**config.mk**
```make
export PLATFORM = sky130hd
export DESIGN_NAME = windowed_regfile
export DESIGN_NICKNAME = d
export VERILOG_FILES = /design/src/rtl/wrf_pkg.sv /design/src/rtl/wrf_addr_map.sv /design/src/rtl/wrf_win_ctrl.sv /design/src/rtl/wrf_wr_arb.sv /design/src/rtl/wrf_storage.sv /design/src/rtl/windowed_regfile.sv
export SDC_FILE = /design/constraint.sdc
export NUM_CORES = 2
export LEC_CHECK = 0
export BUFFER_PORTS_ARGS = -buffer_cell sky130_fd_sc_hd__buf_2
export CORE_AREA = 2 2 578 580
export DETAILED_ROUTE_END_ITERATION = 10
export DIE_AREA = 0 0 580 582
export PLACE_DENSITY_LB_ADDON = 0.12
export RECOVER_POWER = 25
export SYNTH_ARGS = -nofsm -noshare
export SYNTH_HDL_FRONTEND = slang
export SYNTH_SLANG_ARGS = --single-unit
```
**constraint.sdc**
```tcl
create_clock -name clk -period 4.4 [get_ports clk]
set_clock_uncertainty 0.05 [all_clocks]
set_input_delay 0.22 -clock clk [delete_from_list [all_inputs] [get_ports clk]]
set_output_delay 0.22 -clock clk [all_outputs]
set_load 0.03 [all_outputs]
```
**src/rtl/wrf_pkg.sv**
```systemverilog
package wrf_pkg;

    // Architectural register index width shared by every port of the file.
    localparam int unsigned WRF_IDX_W = 5;

    // Window move decided for the current cycle.
    typedef enum logic [2:0] {
        WOP_IDLE  = 3'd0,
        WOP_CALL  = 3'd1,
        WOP_RET   = 3'd2,
        WOP_OVF   = 3'd3,
        WOP_UNF   = 3'd4
    } win_op_e;

endpackage

```
**src/rtl/wrf_addr_map.sv**
```systemverilog
// Translates an architectural index into a physical array address.
module wrf_addr_map #(
    parameter int unsigned PTR_W = 2,
    parameter int unsigned IDX_W = 5,
    localparam int unsigned AW   = PTR_W + IDX_W
) (
    input  logic [PTR_W-1:0] win,
    input  logic [IDX_W-1:0] idx,
    output logic [AW-1:0]    phys
);

    always_comb begin
        phys = {win, idx};
    end

endmodule

```
**src/rtl/wrf_win_ctrl.sv**
```systemverilog
// Window pointer and status flags.
module wrf_win_ctrl
    import wrf_pkg::*;
#(
    parameter int unsigned NUM_WIN = 4,
    localparam int unsigned PTR_W  = (NUM_WIN > 1) ? $clog2(NUM_WIN) : 1
) (
    input  logic             clk,
    input  logic             rst,
    input  logic             call_i,
    input  logic             ret_i,
    output logic [PTR_W-1:0] ptr_q,
    output logic [PTR_W-1:0] next_win,
    output logic             call_ok,
    output logic             ovf_q,
    output logic             unf_q
);

    localparam logic [PTR_W-1:0] LAST_WIN = PTR_W'(NUM_WIN - 1);

    typedef struct packed {
        logic [PTR_W-1:0] ptr;
        logic             ovf;
        logic             unf;
    } win_state_t;

    win_state_t st_d;
    win_state_t st_q;
    win_op_e    op_d;

    always_comb begin
        op_d = WOP_IDLE;
        if (call_i) begin
            op_d = (st_q.ptr == LAST_WIN) ? WOP_OVF : WOP_CALL;
        end else if (ret_i) begin
            op_d = (st_q.ptr == '0) ? WOP_UNF : WOP_RET;
        end

        st_d = st_q;
        unique case (op_d)
            WOP_CALL: begin
                st_d.ptr = st_q.ptr + 1'b1;
                st_d.ovf = 1'b0;
                st_d.unf = 1'b0;
            end
            WOP_RET: begin
                st_d.ptr = st_q.ptr - 1'b1;
                st_d.ovf = 1'b0;
                st_d.unf = 1'b0;
            end
            WOP_OVF: begin
                st_d.ovf = 1'b1;
                st_d.unf = 1'b0;
            end
            WOP_UNF: begin
                st_d.ovf = 1'b0;
                st_d.unf = 1'b1;
            end
            default: ;
        endcase
    end

    always_ff @(posedge clk) begin
        if (rst) begin
            st_q <= '{ptr: '0, ovf: 1'b0, unf: 1'b0};
        end else begin
            st_q <= st_d;
        end
    end

    assign ptr_q    = st_q.ptr;
    assign next_win = st_q.ptr + 1'b1;
    assign call_ok  = (op_d == WOP_CALL);
    assign ovf_q    = st_q.ovf;
    assign unf_q    = st_q.unf;

    // reset returns pointer and flags to idle
    p_reset_idle_r1: assert property (@(posedge clk)
        rst |=> (ptr_q == '0 && !ovf_q && !unf_q));

    // a call below the top advances the pointer
    p_call_adv_r4: assert property (@(posedge clk) disable iff (rst)
        (call_i && ptr_q != LAST_WIN) |=> (ptr_q == $past(ptr_q) + 1'b1));

    // the pointer never leaves the configured range
    p_ptr_range_r4: assert property (@(posedge clk) disable iff (rst)
        ptr_q <= LAST_WIN);

    // a return without a call steps the pointer back
    p_ret_back_r5: assert property (@(posedge clk) disable iff (rst)
        (ret_i && !call_i && ptr_q != '0) |=> (ptr_q == $past(ptr_q) - 1'b1));

    // call at the top window holds the pointer and flags overflow
    p_no_overflow_r6: assert property (@(posedge clk) disable iff (rst)
        (call_i && ptr_q == LAST_WIN) |=> (ovf_q && $stable(ptr_q)));

    // return at window 0 holds the pointer and flags underflow
    p_no_underflow_r7: assert property (@(posedge clk) disable iff (rst)
        (ret_i && !call_i && ptr_q == '0) |=> (unf_q && ptr_q == '0));

    // both flags are never raised together
    p_flags_excl_r8: assert property (@(posedge clk) disable iff (rst)
        $onehot0({ovf_q, unf_q}));

    // without a strobe the flags hold
    p_flags_hold_r8: assert property (@(posedge clk) disable iff (rst)
        (!call_i && !ret_i) |=> ($stable(ovf_q) && $stable(unf_q)));

endmodule

```
**src/rtl/wrf_wr_arb.sv**
```systemverilog
// Chooses between the call deposit and the normal write for the one write port.
module wrf_wr_arb #(
    parameter int unsigned PTR_W  = 2,
    parameter int unsigned IDX_W  = 5,
    parameter int unsigned DATA_W = 32,
    localparam int unsigned AW    = PTR_W + IDX_W
) (
    input  logic [PTR_W-1:0]  cur_win,
    input  logic [PTR_W-1:0]  new_win,
    input  logic              call_ok,
    input  logic [IDX_W-1:0]  call_rd,
    input  logic [DATA_W-1:0] call_pc,
    input  logic              wr_en,
    input  logic [IDX_W-1:0]  wr_idx,
    input  logic [DATA_W-1:0] wr_data,
    output logic              phys_we,
    output logic [AW-1:0]     phys_waddr,
    output logic [DATA_W-1:0] phys_wdata
);

    logic [AW-1:0] call_addr;
    logic [AW-1:0] norm_addr;

    wrf_addr_map #(.PTR_W(PTR_W), .IDX_W(IDX_W)) i_map_call (
        .win  (new_win),
        .idx  (call_rd),
        .phys (call_addr)
    );

    wrf_addr_map #(.PTR_W(PTR_W), .IDX_W(IDX_W)) i_map_norm (
        .win  (cur_win),
        .idx  (wr_idx),
        .phys (norm_addr)
    );

    always_comb begin
        if (call_ok) begin
            phys_we    = 1'b1;
            phys_waddr = call_addr;
            phys_wdata = call_pc;
        end else begin
            phys_we    = wr_en;
            phys_waddr = norm_addr;
            phys_wdata = wr_data;
        end
    end

endmodule

```
**src/rtl/wrf_storage.sv**
```systemverilog
// Physical register array: one edge-triggered write port, NUM_RD combinational reads.
module wrf_storage #(
    parameter int unsigned AW     = 7,
    parameter int unsigned DEPTH  = 128,
    parameter int unsigned DATA_W = 32,
    parameter int unsigned NUM_RD = 2
) (
    input  logic              clk,
    input  logic              we,
    input  logic [AW-1:0]     waddr,
    input  logic [DATA_W-1:0] wdata,
    input  logic [AW-1:0]     rd_addr [NUM_RD],
    output logic [DATA_W-1:0] rd_data [NUM_RD]
);

    logic [DATA_W-1:0] mem_q [DEPTH];

    always_ff @(posedge clk) begin
        if (we) begin
            mem_q[waddr] <= wdata;
        end
    end

    for (genvar g = 0; g < NUM_RD; g++) begin : g_rd
        assign rd_data[g] = mem_q[rd_addr[g]];
    end

endmodule

```
**src/rtl/windowed_regfile.sv**
```systemverilog
module windowed_regfile
    import wrf_pkg::*;
#(
    parameter int unsigned NUM_WIN = 4,
    parameter int unsigned DATA_W  = 32,
    localparam int unsigned IDX_W  = WRF_IDX_W,
    localparam int unsigned PTR_W  = (NUM_WIN > 1) ? $clog2(NUM_WIN) : 1,
    localparam int unsigned AW     = PTR_W + IDX_W,
    localparam int unsigned DEPTH  = NUM_WIN << IDX_W,
    localparam int unsigned NUM_RD = 2
) (
    input  logic              clk,
    input  logic              rst,
    input  logic [IDX_W-1:0]  rs_a_idx,
    output logic [DATA_W-1:0] rs_a_data,
    input  logic [IDX_W-1:0]  rs_b_idx,
    output logic [DATA_W-1:0] rs_b_data,
    input  logic              wr_en,
    input  logic [IDX_W-1:0]  wr_idx,
    input  logic [DATA_W-1:0] wr_data,
    input  logic              call_i,
    input  logic [IDX_W-1:0]  call_rd,
    input  logic [DATA_W-1:0] call_pc,
    input  logic              ret_i,
    output logic [PTR_W-1:0]  win_ptr,
    output logic              ovf_flag,
    output logic              unf_flag
);

    logic [PTR_W-1:0]  ptr_q;
    logic [PTR_W-1:0]  next_win;
    logic              call_ok;
    logic              phys_we;
    logic [AW-1:0]     phys_waddr;
    logic [DATA_W-1:0] phys_wdata;
    logic [IDX_W-1:0]  rd_idx  [NUM_RD];
    logic [AW-1:0]     rd_addr [NUM_RD];
    logic [DATA_W-1:0] rd_data [NUM_RD];

    wrf_win_ctrl #(.NUM_WIN(NUM_WIN)) i_ctrl (
        .clk      (clk),
        .rst      (rst),
        .call_i   (call_i),
        .ret_i    (ret_i),
        .ptr_q    (ptr_q),
        .next_win (next_win),
        .call_ok  (call_ok),
        .ovf_q    (ovf_flag),
        .unf_q    (unf_flag)
    );

    wrf_wr_arb #(.PTR_W(PTR_W), .IDX_W(IDX_W), .DATA_W(DATA_W)) i_arb (
        .cur_win    (ptr_q),
        .new_win    (next_win),
        .call_ok    (call_ok),
        .call_rd    (call_rd),
        .call_pc    (call_pc),
        .wr_en      (wr_en),
        .wr_idx     (wr_idx),
        .wr_data    (wr_data),
        .phys_we    (phys_we),
        .phys_waddr (phys_waddr),
        .phys_wdata (phys_wdata)
    );

    assign rd_idx[0] = rs_a_idx;
    assign rd_idx[1] = rs_b_idx;

    for (genvar g = 0; g < NUM_RD; g++) begin : g_rmap
        wrf_addr_map #(.PTR_W(PTR_W), .IDX_W(IDX_W)) i_map_rd (
            .win  (ptr_q),
            .idx  (rd_idx[g]),
            .phys (rd_addr[g])
        );
    end

    wrf_storage #(.AW(AW), .DEPTH(DEPTH), .DATA_W(DATA_W), .NUM_RD(NUM_RD)) i_store (
        .clk     (clk),
        .we      (phys_we),
        .waddr   (phys_waddr),
        .wdata   (phys_wdata),
        .rd_addr (rd_addr),
        .rd_data (rd_data)
    );

    assign rs_a_data = rd_data[0];
    assign rs_b_data = rd_data[1];
    assign win_ptr   = ptr_q;

    // the deposit's window field is the window that becomes active
    p_deposit_win_r4: assert property (@(posedge clk) disable iff (rst)
        call_ok |=> (win_ptr == $past(phys_waddr[AW-1:IDX_W])));

    // an accepted call owns the write port over a normal write
    p_call_wins_r9: assert property (@(posedge clk) disable iff (rst)
        call_ok |-> (phys_we && phys_wdata == call_pc));

    // an overflowing call still lets a normal write through
    p_ovf_write_r6: assert property (@(posedge clk) disable iff (rst)
        (call_i && !call_ok && wr_en) |-> (phys_we && phys_waddr[AW-1:IDX_W] == win_ptr));

endmodule

```
==> summary.txt <==
Die
  – Initial Utilization: a little under three fifths
  – Rows: 212
  – Core ar.: ~0.33 mm²
  – Die X: just under 600 µm
  – Die area: roughly 0.34 mm²
  – Io pins: between 150 and 200
  – DIE HEIGHT: 582 µm

Logic synthesis
  – Syn avg cell area: between 20 and 25 µm²
  – Largest cells by area after synthesis: edfxtp_1 65%, mux4_2 32%, clkbuf_1 0.73%
  – Share of the synthesized area in the top cell type: 65.4%
  – Ys Warns: 0
  – Area leader, netlist: edfxtp_1
  – Post-synth EDFFs: just over 4k
  – #FFs+latches synth: 4100
  – Post-Syn Area: between 0.15 and 0.2 mm²
  – Synth Flop Type: edfxtp_1
  – Netlist cell types: 31
  – Mapped Cells: 7721
  – Register area share after synthesis: between 60 and 70%
  – Mapped Nets: approximately 8k
  – Post-synth ARST share: 0%

Finish
  – Fin cells: ~13k
  – Most frequent cells in the layout: 4096 x edfxtp_1, 2688 x mux4_2, 423 x clkbuf_16
  – Area growth, synth to finish: 15.2%
  – Share of layout cells above drive strength 1: between 40 and 50%
  – Multi-input gate area: approximately 0.063 mm²
  – Most common cell after layout, fill and taps aside: edfxtp_1
  – Register area: ~0.12 mm²
  – Nets@finish: 8508
  – Fin util: between 60 and 70%
  – Fillers: 20.6k

Setup path
  – Critical Path AT: about 4.9 ns
  – Max FO, Critical Path: 14
  – CP Capture Type: flip-flop
  – Crit path launch type: flip-flop
  – Required @ worst endpoint: between 4 and 5 ns
  – Critical path type: reg2reg

Hold path
  – Min-Delay Path Class: in2reg

STA
  – Hold WS: -0.128 ns
  – Rel. slew slack: -53.7%
  – Final Slew Violations: about 440
  – Min Tclk post-route: roughly 4.3 ns
  – Final setup viols: 0
  – Fmax: about 230 MHz
  – Slew @ Worst Pin: 2.31 ns
  – Final hold vios: 32
  – Tcrit/Tclk final: around 98%

Place
  – Inst Count DP: 12.4k
  – Post-DP HPWL: about 360000 µm
  – Port-buffer cells: about 160
  – Placer congestion estimate: a little under 0.9

GRT
  – Overall Global Routing Usage: between 30% and 40%
  – Pin count of the biggest net entering global routing: about 130
  – Vias in the first global route: between 100k and 150k
  – GRT overflow: 0
  – First-pass GRT wire length: roughly 810000 µm
  – Initial antenna violation count: 48

Drt
  – DR vias: approximately 100k
  – WL final: between 500000 and 600000 µm
  – Drt via density: ~7.6
  – Drt pass-1 iters: 7
  – Number of antenna-violating nets in the routed design: 0
  – Wirelength per Cell: about 44 µm
  – DRC Markers: 0
  – Initial detailed-routing violation count: about 15k

Power and ir drop
  – Pwr Density: between 400 and 500 mW/mm²
  – Power, Total: roughly 90 mW
  – P_leak: approximately 67 nW
  – VDD IR max: between 0.0003 and 0.0004 V

Run status
  – Status: finished with violations
  – Failing checks: hold timing, capacitance limit, slew limit

Clock tree
  – Post-CTS Repair Setup Buffers: 0
  – Worst-path clk slew: roughly 0.060 ns
  – CTS tree: done
  – H-Tree Depth: 5
  – CTS Root Cell: clkbuf_16
  – Skew-Pair Late Insertion Delay: a little under 1 ns
  – CTS Sinks: 4100
  – Total clock buffers created by CTS: 413
  – CTS Buffer Depth: 4

Run
  – Max_cap viols: 8
==> report_power, final <==
part | total [mW] | internal (mW) | switching (mW)
sequential | 44.0 | 43.8 | 0.118
clock | 36.6 | 21.6 | 15.0
combinational | 9.86 | 3.98 | 5.88
total | 90.5 | 69.4 | 21.0
==> layout make-up <==
cell class,instances,share of cell area [%]
clock inverter,270,1.46
tap,4387,2.53
inverter,3,0.00924
clock buffer,492,5.00
sequential,4100,56.8
timing repair buffer,902,4.85
antenna,46,0.0531
multi-input combinational,2997,29.3
==> timing repair <==
action,CTS,global route
pin swaps,0,0
resized for setup,1,0
hold buffers,39,0
endpoints found under the hold margin,337,0
endpoints found under the setup margin,11,32
==> per-stage QoR <==
step	TNS, ns	cell area (µm²)	worst slack (ns)
floorplan	0	188000	0.0453
global placement	0	203000	0.489
detailed placement	0	203000	0.407
CTS	0	217000	0.0612
global route	-0.111	217000	-0.0196
finish	0	217000	0.0660
==> per-layer routing <==
metal / GRT usage [%] / vias to the layer above / wire length (µm)
met5: 0 / - / 17
met4: 15.4 / 2 / 31200
met3: 8.96 / 1432 / 71300
met2: 54.9 / 7457 / 280000
met1: 46.3 / 54500 / 198000
li1: - / 37000 / -
==> flip-flops by register name, summed over array words and instances (netlist names) <==
register       cells
i_ctrl.ptr_q       2
i_ctrl.unf_q       1
i_store.mem_q   4096
i_ctrl.ovf_q       1
==> worst max-delay path, stage by stage (launching register included) <==
cell and delay [ns]:
dfxtp_1 0.61, ha_1 0.44, nor2b_4 0.14, buf_4 0.26
o31ai_1 0.26, clkbuf_1 0.26, nand2_1 0.27, nor2_1 1.05
clkbuf_2 0.60
==> synthesized netlist by cell type, drive strengths merged (3+ instances only) <==
| cell | count |
|---|---|
| edfxtp | 4096 |
| nand4bb | 4 |
| clkbuf | 364 |
| nand3 | 9 |
| buf | 257 |
| o31ai | 3 |
| mux2i | 4 |
| nand2b | 6 |
| o22ai | 3 |
| nor2 | 131 |
| nand2 | 29 |
| o21ai | 5 |
| mux4 | 2688 |
| dfxtp | 4 |
| a21oi | 3 |
| mux2 | 97 |
==> worst paths after layout <==
path | to | startpoint | slack (ns) | cells after the start
max | i_store.mem_q[81][19] | i_ctrl.ptr_q[0] | 0.07 | 8
min | i_store.mem_q[94][6] | wr_data[6] | -0.13 | 2
max reg2reg | i_store.mem_q[81][19] | i_ctrl.ptr_q[0] | 0.07 | 8
min reg2reg | i_ctrl.unf_q | i_ctrl.unf_q | 0.49 | 2
==> cells by family after synthesis <==
family / after synthesis / share of synthesized area (%)
flip-flops: 4100 / 65.4
buffers and inverters: 624 / 1.33
XOR/XNOR: 1 / 0.00466
AND/OR/NAND/NOR: 190 / 0.432
AO/OA/AOI/OAI: 15 / 0.0472
multiplexers: 2789 / 32.8
adder cells (fa/ha/maj): 2 / 0.0133
(Power assumes the default switching activity.)
